### config.mk
export PLATFORM = sky130hd
export DESIGN_NAME = dfe_halfrate_cplx
export DESIGN_NICKNAME = d
export VERILOG_FILES = /design/src/rtl/dfe_pkg.sv /design/src/rtl/dfe_isi_sum.sv /design/src/rtl/dfe_spec_slicer.sv /design/src/rtl/dfe_tap1_select.sv /design/src/rtl/dfe_history.sv /design/src/rtl/dfe_halfrate_cplx.sv
export SDC_FILE = /design/constraint.sdc
export NUM_CORES = 1
export LEC_CHECK = 0
export CORE_MARGIN = 10
export CORE_UTILIZATION = 30
export DETAILED_ROUTE_END_ITERATION = 8
export PLACE_DENSITY = 0.57
export SYNTH_ARGS = -nofsm -noshare
export SYNTH_HDL_FRONTEND = slang
export SYNTH_HIERARCHICAL = 1
export SYNTH_SLANG_ARGS = --single-unit
### constraint.sdc
create_clock -name clk -period 43.1 [get_ports clk]
set_input_delay 8.62 -clock clk [delete_from_list [all_inputs] [get_ports clk]]
set_output_delay 8.62 -clock clk [all_outputs]
set_load 0.02 [all_outputs]
### src/rtl/dfe_pkg.sv
// Shared types and helpers for the half-rate complex equalizer.
// Assumes QPSK: one I bit and one Q bit per symbol, where bit 1 stands for +1.
package dfe_pkg;

    // One decided QPSK symbol
    typedef struct packed {
        logic i;
        logic q;
    } sym_t;

    localparam sym_t SYM_POS = '{i: 1'b1, q: 1'b1};
    localparam int   CH_I    = 0;
    localparam int   CH_Q    = 1;

    // Pick the bit of one channel out of a symbol
    function automatic logic chan_bit(sym_t s, int ch);
        return (ch == CH_I) ? s.i : s.q;
    endfunction

    // Hypothesis index of a previous symbol: 2*I + Q
    function automatic logic [1:0] hyp_of(sym_t s);
        return {s.i, s.q};
    endfunction

endpackage

### src/rtl/dfe_isi_sum.sv
// Sums the post-cursor feedback terms for one lane and one channel.
// Each term adds or subtracts a signed weight according to a past decision bit
// (1 = +1, 0 = -1). Assumes ACC_W is wide enough that the sum cannot wrap.
module dfe_isi_sum #(
    parameter int NFB    = 4,
    parameter int COEF_W = 6,
    parameter int ACC_W  = 11
) (
    input  logic [NFB*COEF_W-1:0]    coef_own,
    input  logic [NFB*COEF_W-1:0]    coef_crs,
    input  logic [NFB-1:0]           past_own,
    input  logic [NFB-1:0]           past_crs,
    output logic signed [ACC_W-1:0]  isi_o
);

    logic signed [ACC_W-1:0] w_own [NFB];
    logic signed [ACC_W-1:0] w_crs [NFB];

    // Sign-extend every weight to the accumulator width
    for (genvar k = 0; k < NFB; k++) begin : g_ext
        assign w_own[k] = ACC_W'(signed'(coef_own[k*COEF_W +: COEF_W]));
        assign w_crs[k] = ACC_W'(signed'(coef_crs[k*COEF_W +: COEF_W]));
    end

    // Accumulate direct and cross terms with their decision signs
    always_comb begin
        isi_o = '0;
        for (int k = 0; k < NFB; k++) begin
            isi_o = past_own[k] ? isi_o + w_own[k] : isi_o - w_own[k];
            isi_o = past_crs[k] ? isi_o + w_crs[k] : isi_o - w_crs[k];
        end
    end

endmodule

### src/rtl/dfe_spec_slicer.sv
// Speculative slicer group: one comparator per previous-symbol hypothesis.
// Each comparator adds its own offset, which also carries the first-tap weight,
// to the equalized sample and outputs 1 when the result is non-negative.
module dfe_spec_slicer #(
    parameter int SAMPLE_W = 8,
    parameter int OFS_W    = 8,
    parameter int ACC_W    = 11,
    parameter int NHYP     = 4
) (
    input  logic [SAMPLE_W-1:0]     sample_i,
    input  logic signed [ACC_W-1:0] isi_i,
    input  logic [NHYP*OFS_W-1:0]   ofs_i,
    output logic [NHYP-1:0]         cand_o
);

    logic signed [ACC_W-1:0] eq_val;

    // Remove post-cursor interference from the raw sample
    assign eq_val = ACC_W'(signed'(sample_i)) - isi_i;

    for (genvar h = 0; h < NHYP; h++) begin : g_cmp
        logic signed [ACC_W-1:0] lvl;
        // Apply this hypothesis' threshold and slice on the sign
        assign lvl       = eq_val + ACC_W'(signed'(ofs_i[h*OFS_W +: OFS_W]));
        assign cand_o[h] = ~lvl[ACC_W-1];
    end

endmodule

### src/rtl/dfe_tap1_select.sv
// Resolves the loop-unrolled first tap for a symbol pair.
// The even lane picks its candidates with the last symbol of the previous pair.
// The odd lane then picks its own with the even decision just made.
module dfe_tap1_select
    import dfe_pkg::*;
(
    input  logic [3:0] cand_ev_i,
    input  logic [3:0] cand_ev_q,
    input  logic [3:0] cand_od_i,
    input  logic [3:0] cand_od_q,
    input  sym_t       prev_i,
    output sym_t       dec_ev_o,
    output sym_t       dec_od_o
);

    // Two chained selections: even first, odd on the even result
    always_comb begin
        dec_ev_o.i = cand_ev_i[hyp_of(prev_i)];
        dec_ev_o.q = cand_ev_q[hyp_of(prev_i)];
        dec_od_o.i = cand_od_i[hyp_of(dec_ev_o)];
        dec_od_o.q = cand_od_q[hyp_of(dec_ev_o)];
    end

endmodule

### src/rtl/dfe_history.sv
// Full-rate decision history, stored newest first: entry 0 is the last odd
// decision and entry 1 the last even decision. Two entries shift in each cycle.
// Reset fills it with +1 symbols. Assumes DEPTH >= 2.
module dfe_history
    import dfe_pkg::*;
#(
    parameter int DEPTH = 5
) (
    input  logic             clk,
    input  logic             rst_n,
    input  sym_t             new_ev_i,
    input  sym_t             new_od_i,
    output sym_t [DEPTH-1:0] hist_o
);

    // Shift the newest pair in and age the rest by two symbols
    always_ff @(posedge clk) begin
        if (!rst_n) begin
            for (int j = 0; j < DEPTH; j++) hist_o[j] <= SYM_POS;
        end else begin
            hist_o[0] <= new_od_i;
            hist_o[1] <= new_ev_i;
            for (int j = 2; j < DEPTH; j++) hist_o[j] <= hist_o[j-2];
        end
    end

endmodule

### src/rtl/dfe_halfrate_cplx.sv
// Half-rate complex decision feedback equalizer for QPSK.
// Two symbols arrive per cycle (even, then odd). Taps 2..NTAP are subtracted
// as direct and cross-channel terms. Tap 1 is speculated over the four
// possible previous symbols and resolved in tap1_select. Decisions are
// registered in the history and appear one cycle after their samples.
// Assumes NTAP >= 3 and static configuration inputs.
module dfe_halfrate_cplx
    import dfe_pkg::*;
#(
    parameter int SAMPLE_W = 8,
    parameter int COEF_W   = 6,
    parameter int OFS_W    = 8,
    parameter int NTAP     = 5
) (
    input  logic                          clk,
    input  logic                          rst_n,
    input  logic [SAMPLE_W-1:0]           x_ev_i,
    input  logic [SAMPLE_W-1:0]           x_ev_q,
    input  logic [SAMPLE_W-1:0]           x_od_i,
    input  logic [SAMPLE_W-1:0]           x_od_q,
    input  logic [16*OFS_W-1:0]           comp_ofs,
    input  logic [4*(NTAP-1)*COEF_W-1:0]  tap_coef,
    output logic                          dec_ev_i,
    output logic                          dec_ev_q,
    output logic                          dec_od_i,
    output logic                          dec_od_q
);

    localparam int NFB   = NTAP - 1;
    localparam int NLANE = 2;
    localparam int NCH   = 2;
    localparam int NHYP  = 4;
    localparam int NCOMP = NLANE * NCH * NHYP;
    localparam int W_IO  = (SAMPLE_W > OFS_W) ? SAMPLE_W : OFS_W;
    localparam int W_ISI = COEF_W + $clog2(2 * NFB);
    localparam int ACC_W = ((W_IO > W_ISI) ? W_IO : W_ISI) + 2;

    logic [SAMPLE_W-1:0] x_in [NLANE][NCH];
    logic [NHYP-1:0]     cand [NLANE][NCH];
    logic [NCOMP-1:0]    cand_flat;
    sym_t [NTAP-1:0]     hist_q;
    sym_t                dec_ev;
    sym_t                dec_od;

    // Arrange the sample ports as [lane][channel]
    assign x_in[0][CH_I] = x_ev_i;
    assign x_in[0][CH_Q] = x_ev_q;
    assign x_in[1][CH_I] = x_od_i;
    assign x_in[1][CH_Q] = x_od_q;

    for (genvar L = 0; L < NLANE; L++) begin : g_lane
        for (genvar c = 0; c < NCH; c++) begin : g_ch
            localparam int OC = NCH - 1 - c;
            logic [NFB-1:0]          past_own;
            logic [NFB-1:0]          past_crs;
            logic signed [ACC_W-1:0] isi;

            // Tap k+2 of lane L looks at history entry k+1-L
            for (genvar k = 0; k < NFB; k++) begin : g_fb
                assign past_own[k] = chan_bit(hist_q[k+1-L], c);
                assign past_crs[k] = chan_bit(hist_q[k+1-L], OC);
            end

            dfe_isi_sum #(
                .NFB    (NFB),
                .COEF_W (COEF_W),
                .ACC_W  (ACC_W)
            ) u_isi (
                .coef_own (tap_coef[(c*2*NFB)*COEF_W +: NFB*COEF_W]),
                .coef_crs (tap_coef[(c*2*NFB+NFB)*COEF_W +: NFB*COEF_W]),
                .past_own (past_own),
                .past_crs (past_crs),
                .isi_o    (isi)
            );

            dfe_spec_slicer #(
                .SAMPLE_W (SAMPLE_W),
                .OFS_W    (OFS_W),
                .ACC_W    (ACC_W),
                .NHYP     (NHYP)
            ) u_slc (
                .sample_i (x_in[L][c]),
                .isi_i    (isi),
                .ofs_i    (comp_ofs[((L*NCH+c)*NHYP)*OFS_W +: NHYP*OFS_W]),
                .cand_o   (cand[L][c])
            );

            // Flatten the candidates for the bound checker
            assign cand_flat[(L*NCH+c)*NHYP +: NHYP] = cand[L][c];
        end
    end

    dfe_tap1_select u_sel (
        .cand_ev_i (cand[0][CH_I]),
        .cand_ev_q (cand[0][CH_Q]),
        .cand_od_i (cand[1][CH_I]),
        .cand_od_q (cand[1][CH_Q]),
        .prev_i    (hist_q[0]),
        .dec_ev_o  (dec_ev),
        .dec_od_o  (dec_od)
    );

    dfe_history #(
        .DEPTH (NTAP)
    ) u_hist (
        .clk      (clk),
        .rst_n    (rst_n),
        .new_ev_i (dec_ev),
        .new_od_i (dec_od),
        .hist_o   (hist_q)
    );

    // The two newest history entries are the registered decisions
    assign dec_ev_i = hist_q[1].i;
    assign dec_ev_q = hist_q[1].q;
    assign dec_od_i = hist_q[0].i;
    assign dec_od_q = hist_q[0].q;

endmodule

Yosys cells after proc, flatten, opt, wreduce, memory -nomap -nowiden
Cells that the tools add are included.

storage, ports and cells
  logic and storage cells = 146
  register bits after elaboration = 10
  input port bits = 258

operators by class
  order comparisons = 2
  muxes and demuxes = 40
  add/sub/neg operators = 78
  bitwise logic cells = 16

operator list
  kind                   count
  $mux W11               32
  $add A11 B6 Y11        28
  $sub A11 B6 Y11        28
  $add A11 B8 Y11        16
  $sub A8 B11 Y11        4
  $not A1 Y1             16
  $sub A1 B6 Y7 const A  2
  $bmux W1 S2            4
  $lt A2 B3 Y1 const B   2
  $mux W1                4

Depth between registers and ports, before layout
  depth in word-level cells = 23
  depth in mapped cells = 63
  mapped depth without buffers = 62

Hierarchy
The synthesis kept the hierarchy.

modules (own cells, without submodules)
  module                                      seq. area each (µm²)  cells each  area an instance (µm²)  instances
  dfe_isi_sum at g_lane[0].g_ch[1].u_isi ...  0.0                   526         3933.8                  2
  dfe_isi_sum at g_lane[0].g_ch[0].u_isi ...  0.0                   526         3921.3                  2
  dfe_spec_slicer                             0.0                   182         1505.2                  4
  dfe_history                                 200.2                 20          262.8                   1
  dfe_tap1_select                             0.0                   9           120.1                   1

Worst setup path after synthesis
No wires, ideal clock.

  path kind = input-to-reg
  from = input port tap_coef[72]
  to = register u_hist/hist_o[0] in the netlist's numbering
  setup time = 117 ps
  setup slack = 23692 ps
  arrival time = 19291 ps
  stages on the path = 50
  data required time = 42983 ps
  path through = inv_1 -> ha_1 -> mux2_2 -> ha_1 -> a21o_1 -> a21oi_1 -> o21ai_0 -> a21oi_1 -> o21bai_1 -> a21oi_1 -> nand4b_1 -> nand3_1 -> ha_1 -> inv_1 -> nand3_1 -> o31ai_1 -> a21oi_1 -> nand3_1 -> [14 not listed] -> nand3_1 -> o31ai_1 -> a21oi_1 -> nand3_1 -> inv_1 -> ha_1 -> inv_1 -> or3_1 -> o211ai_1 -> ha_1 -> a2111o_1 -> a2bb2oi_1 -> mux2_2 -> o211ai_1 -> xnor2_1 -> mux4_1 -> mux2i_1 -> nand2b_1

RTL lines
  element      RTL line                 RTL
  from (decl)  dfe_halfrate_cplx.sv:22  input logic [4*(NTAP-1)*COEF_W-1:0] tap_coef,
  to (decl)    dfe_history.sv:13        output sym_t [DEPTH-1:0] hist_o

==> results.md <==
Outcome:
- The flow ran to the end, and the final reports show no timing, DRC or antenna violations.

Final layout:
- Ranked by flip-flop count, first place goes to u_hist/hist_o.
- Of the cells placed in the final design, the portion with a size suffix greater than 1 is 5.86%.
- The growth of design area from synthesis to finish is 17.2%.
- The largest registers in the layout are u_hist/hist_o: 10 flops.
- The number of flip-flops in the largest register is 10.
- The final non-filler cell total is 4059.
- The number of filler cells placed in the layout is 7643.
- The number of nets in the finished design is 3876.

Worst setup path:
- The category of the most critical setup path is in2reg.
- The type of element capturing the critical path is a flip-flop.
- The highest cell delay on the worst timing path is 690 ps.
- For the worst setup path, the data arrival time is 21070 ps.
- The kind of start point of the critical path is a primary input.
- The maximum fanout encountered on the critical timing path is 6.
- The worst endpoint required time is 43220 ps.
- The critical path's slowest cell is or4b_2.
- Among the stages of the critical path, the cell type that occurs most often is ha_1.

Clock tree:
- CTS built an H-tree with a depth of 1.
- The clock drives 10 sinks.
- The number of buffers added for setup after CTS is 0.
- In this run the deepest clock path goes through 2 buffers.
- For this design, the CTS-stage hold fixing added 0 buffers.
- CTS placed an instance of clkbuf_16 at the clock tree root.
- TritonCTS built the clock tree.
- The clock insertion delay at the later pin of the skew report is 250 ps.
- Buffers inserted during clock tree synthesis total 3.
- The clock slew seen by the registers of the worst setup and hold paths is 50 ps.
- After clock tree synthesis, the repair step resized 0 gates.

Synth:
- The count of synthesis-stage warnings from yosys is 6.
- The average instance area after synthesis is 7.73 µm².
- Summing the sequential cell areas from Yosys gives 0.905% of the chip area.
- The prevailing post-synth register cell is dfxtp_1.
- The number of unique standard cell types used by synthesis is 67.
- The number of enable flip-flop cells after synthesis is 0.
- The number of nets handed over by synthesis was 3647.
- After synthesis, the most frequently instantiated cells are ha_1 (496), a21oi_1 (296), inv_1 (278), xnor2_1 (210), xor2_1 (202).
- The post-synth design cell area is 22100 µm².
- The cell count after synthesis came out at 2861.
- The flip-flop and latch count after synthesis is 10.
- By instance count, the leading cell after synthesis is ha_1.
- The leading area contributor after synthesis is ha_1.
- The area share of the largest cell type after synthesis is 28.1%.
- For this run, asynchronously set or reset flops after synthesis account for 0%.
- By area the synthesized netlist is led by ha_1 (28%), xnor2_1 (8.3%), xor2_1 (8.0%), a21oi_1 (6.7%), mux2_2 (5.1%).

Placement:
- The last weighted congestion value of the routability-driven placer is 0.839.
- During placement, the flow inserted port buffers numbering 261.
- The setup slack after placement is 21950 ps.
- In this run, placement finished with an instance count of 4044.
- The wire-length estimate of the detail-placed layout is 55500 µm.

Route:
- The detail route stage leaves a number of antenna-violating nets equal to 0.
- The detailed-routing iteration count for the pre-antenna-repair pass is 4.
- The detailed router's first-iteration violation count is 770.
- In the routed design, unresolved DRC markers number 0.
- The routed wirelength normalized by instance count is 15.4 µm.
- Using the TritonRoute via totals, the vias-per-cell ratio works out to 5.03.
- For this block, the routed nets add up to 62500 µm of wire.
- The detailed router placed 20.4k vias in this run.

Floorplan:
- From bottom edge to top edge, the die measures 292 µm.
- The I/O pin total is 262.
- The core region is 73000 µm².
- From left edge to right edge, the die measures 292 µm.
- For this configuration, the core starts out at a cell density of 30.3%.
- The number of placement rows is 99.
- The floorplan step defined a die boundary enclosing 85000 µm².

Run:
- Across the run, the number of max-cap violations was 0.

Timing:
- The shortest clock period the worst path allows after layout is 20950 ps.
- Setup slack closes at 22150 ps.
- The actual transition at the worst max-transition pin is 872 ps.
- Across the routed clock network, the largest skew measured is 3.23 ps.
- The worst pin sits at a relative slew slack of 41.8%.
- Static timing analysis puts the maximum clock frequency at 0.0477 GHz.
- The worst path uses 48.6% of the clock period.
- The final hold violation count came to 0.
- Adding up every negative setup slack in the final design gives 0 ps.
- The count of final setup violators is 0.
- Setup repair after global routing left no endpoint under its margin.
- The number of pins exceeding their max-slew limit in the final report is 0.

Global route:
- The wire length of the first global-routing pass is 100000 µm.
- Entering global routing, the biggest net connects 39 pins.
- The via count of the first global-routing pass came to 19.9k.
- The number of antenna violations at the first check in global routing came to 12.
- Global routing consumed, over all layers together, 14.0% of the routing resources.
- For this run the aggregate overflow at the end of global routing stands at 0.

Hold path:
- The worst hold path belongs to the class reg2reg.
[metal layers]
layer  track usage (%)  vias up  wire (µm)
li1                  -    10800          -
met4              2.55        2        753
met2              25.9      192      31700
met5                 0        -          9
met3             0.949       32       1270
met1              17.7     9335      28800
[final cells by class]
| cell class | count | area, µm² | share of cell area, % |
|---|---|---|---|
| sequential | 10 | 200 | 0.772 |
| tap | 959 | 1200 | 4.63 |
| antenna | 11 | 27.5 | 0.106 |
| multi-input combinational | 2526 | 20700 | 79.8 |
| inverter | 278 | 1040 | 4.02 |
| clock buffer | 4 | 88.8 | 0.343 |
| timing repair buffer | 271 | 2690 | 10.4 |
[through the flow]
step | util (%) | instance area, µm² | hold slack (ps)
6_report | 35.5 | 25900 | 729
5_1_grt | 35.5 | 25900 | 775
4_1_cts | 35.5 | 25900 | 735
3_5_place_dp | 35.4 | 25800 | 724
3_3_place_gp | 35.4 | 25800 | 735
2_1_floorplan | - | 22100 | 471
[cell usage in the layout (no fill, tap or decap), types with 16 or more instances in the layout]
cell,Yosys,final
o31ai_1,22,22
and3_1,16,16
a31oi_1,28,28
nor2b_1,22,22
nand4b_1,24,24
a21o_1,92,92
nand3_1,60,60
xnor2_1,210,210
nand2b_1,32,32
xor2_1,202,202
o21bai_1,58,58
nor3_1,94,94
o211ai_1,62,62
o21ai_1,46,46
nor2_1,170,170
a2111o_1,16,16
fa_1,32,32
o21ai_0,68,68
ha_1,496,496
o2111ai_1,16,16
a21oi_1,296,296
nand2_1,152,152
clkdlybuf4s50_1,0,261
inv_1,278,278
mux2_2,100,100
[final timing paths]
kind / depth (start not counted) / slack [ps] / start / end
worst min-delay path: 2 / 730 / u_hist/hist_o[5] / u_hist/hist_o[9]
worst min register to register: 2 / 730 / u_hist/hist_o[5] / u_hist/hist_o[9]
worst max register to register: 49 / 30630 / u_hist/hist_o[2] / u_hist/hist_o[1]
worst max-delay path: 51 / 22150 / tap_coef[72] / u_hist/hist_o[1]
[worst max-delay path: cells and delay by family]
kind	cells	cell delay, ps
AND/OR/NAND/NOR	13	3890
adder cells (fa/ha/maj)	10	3130
AO/OA/AOI/OAI	17	2960
multiplexers	4	1350
buffers and inverters	6	1040
XOR/XNOR	1	80
[kinds of logic (layout without fill, tap and decap cells)]
group / after synthesis / in the layout / synth area share [%]
flip-flops: 10 / 10 / 0.905
AND/OR/NAND/NOR: 666 / 666 / 15.8
adder cells (fa/ha/maj): 528 / 528 / 31.0
multiplexers: 108 / 108 / 5.58
AO/OA/AOI/OAI: 800 / 800 / 23.7
buffers and inverters: 325 / 553 / 5.58
other: 0 / 11 / 0
XOR/XNOR: 424 / 424 / 17.5
Power is left out: the tool's default activity adds up to more than one toggle a clock period on the data nets, which glitch-free logic cannot reach.
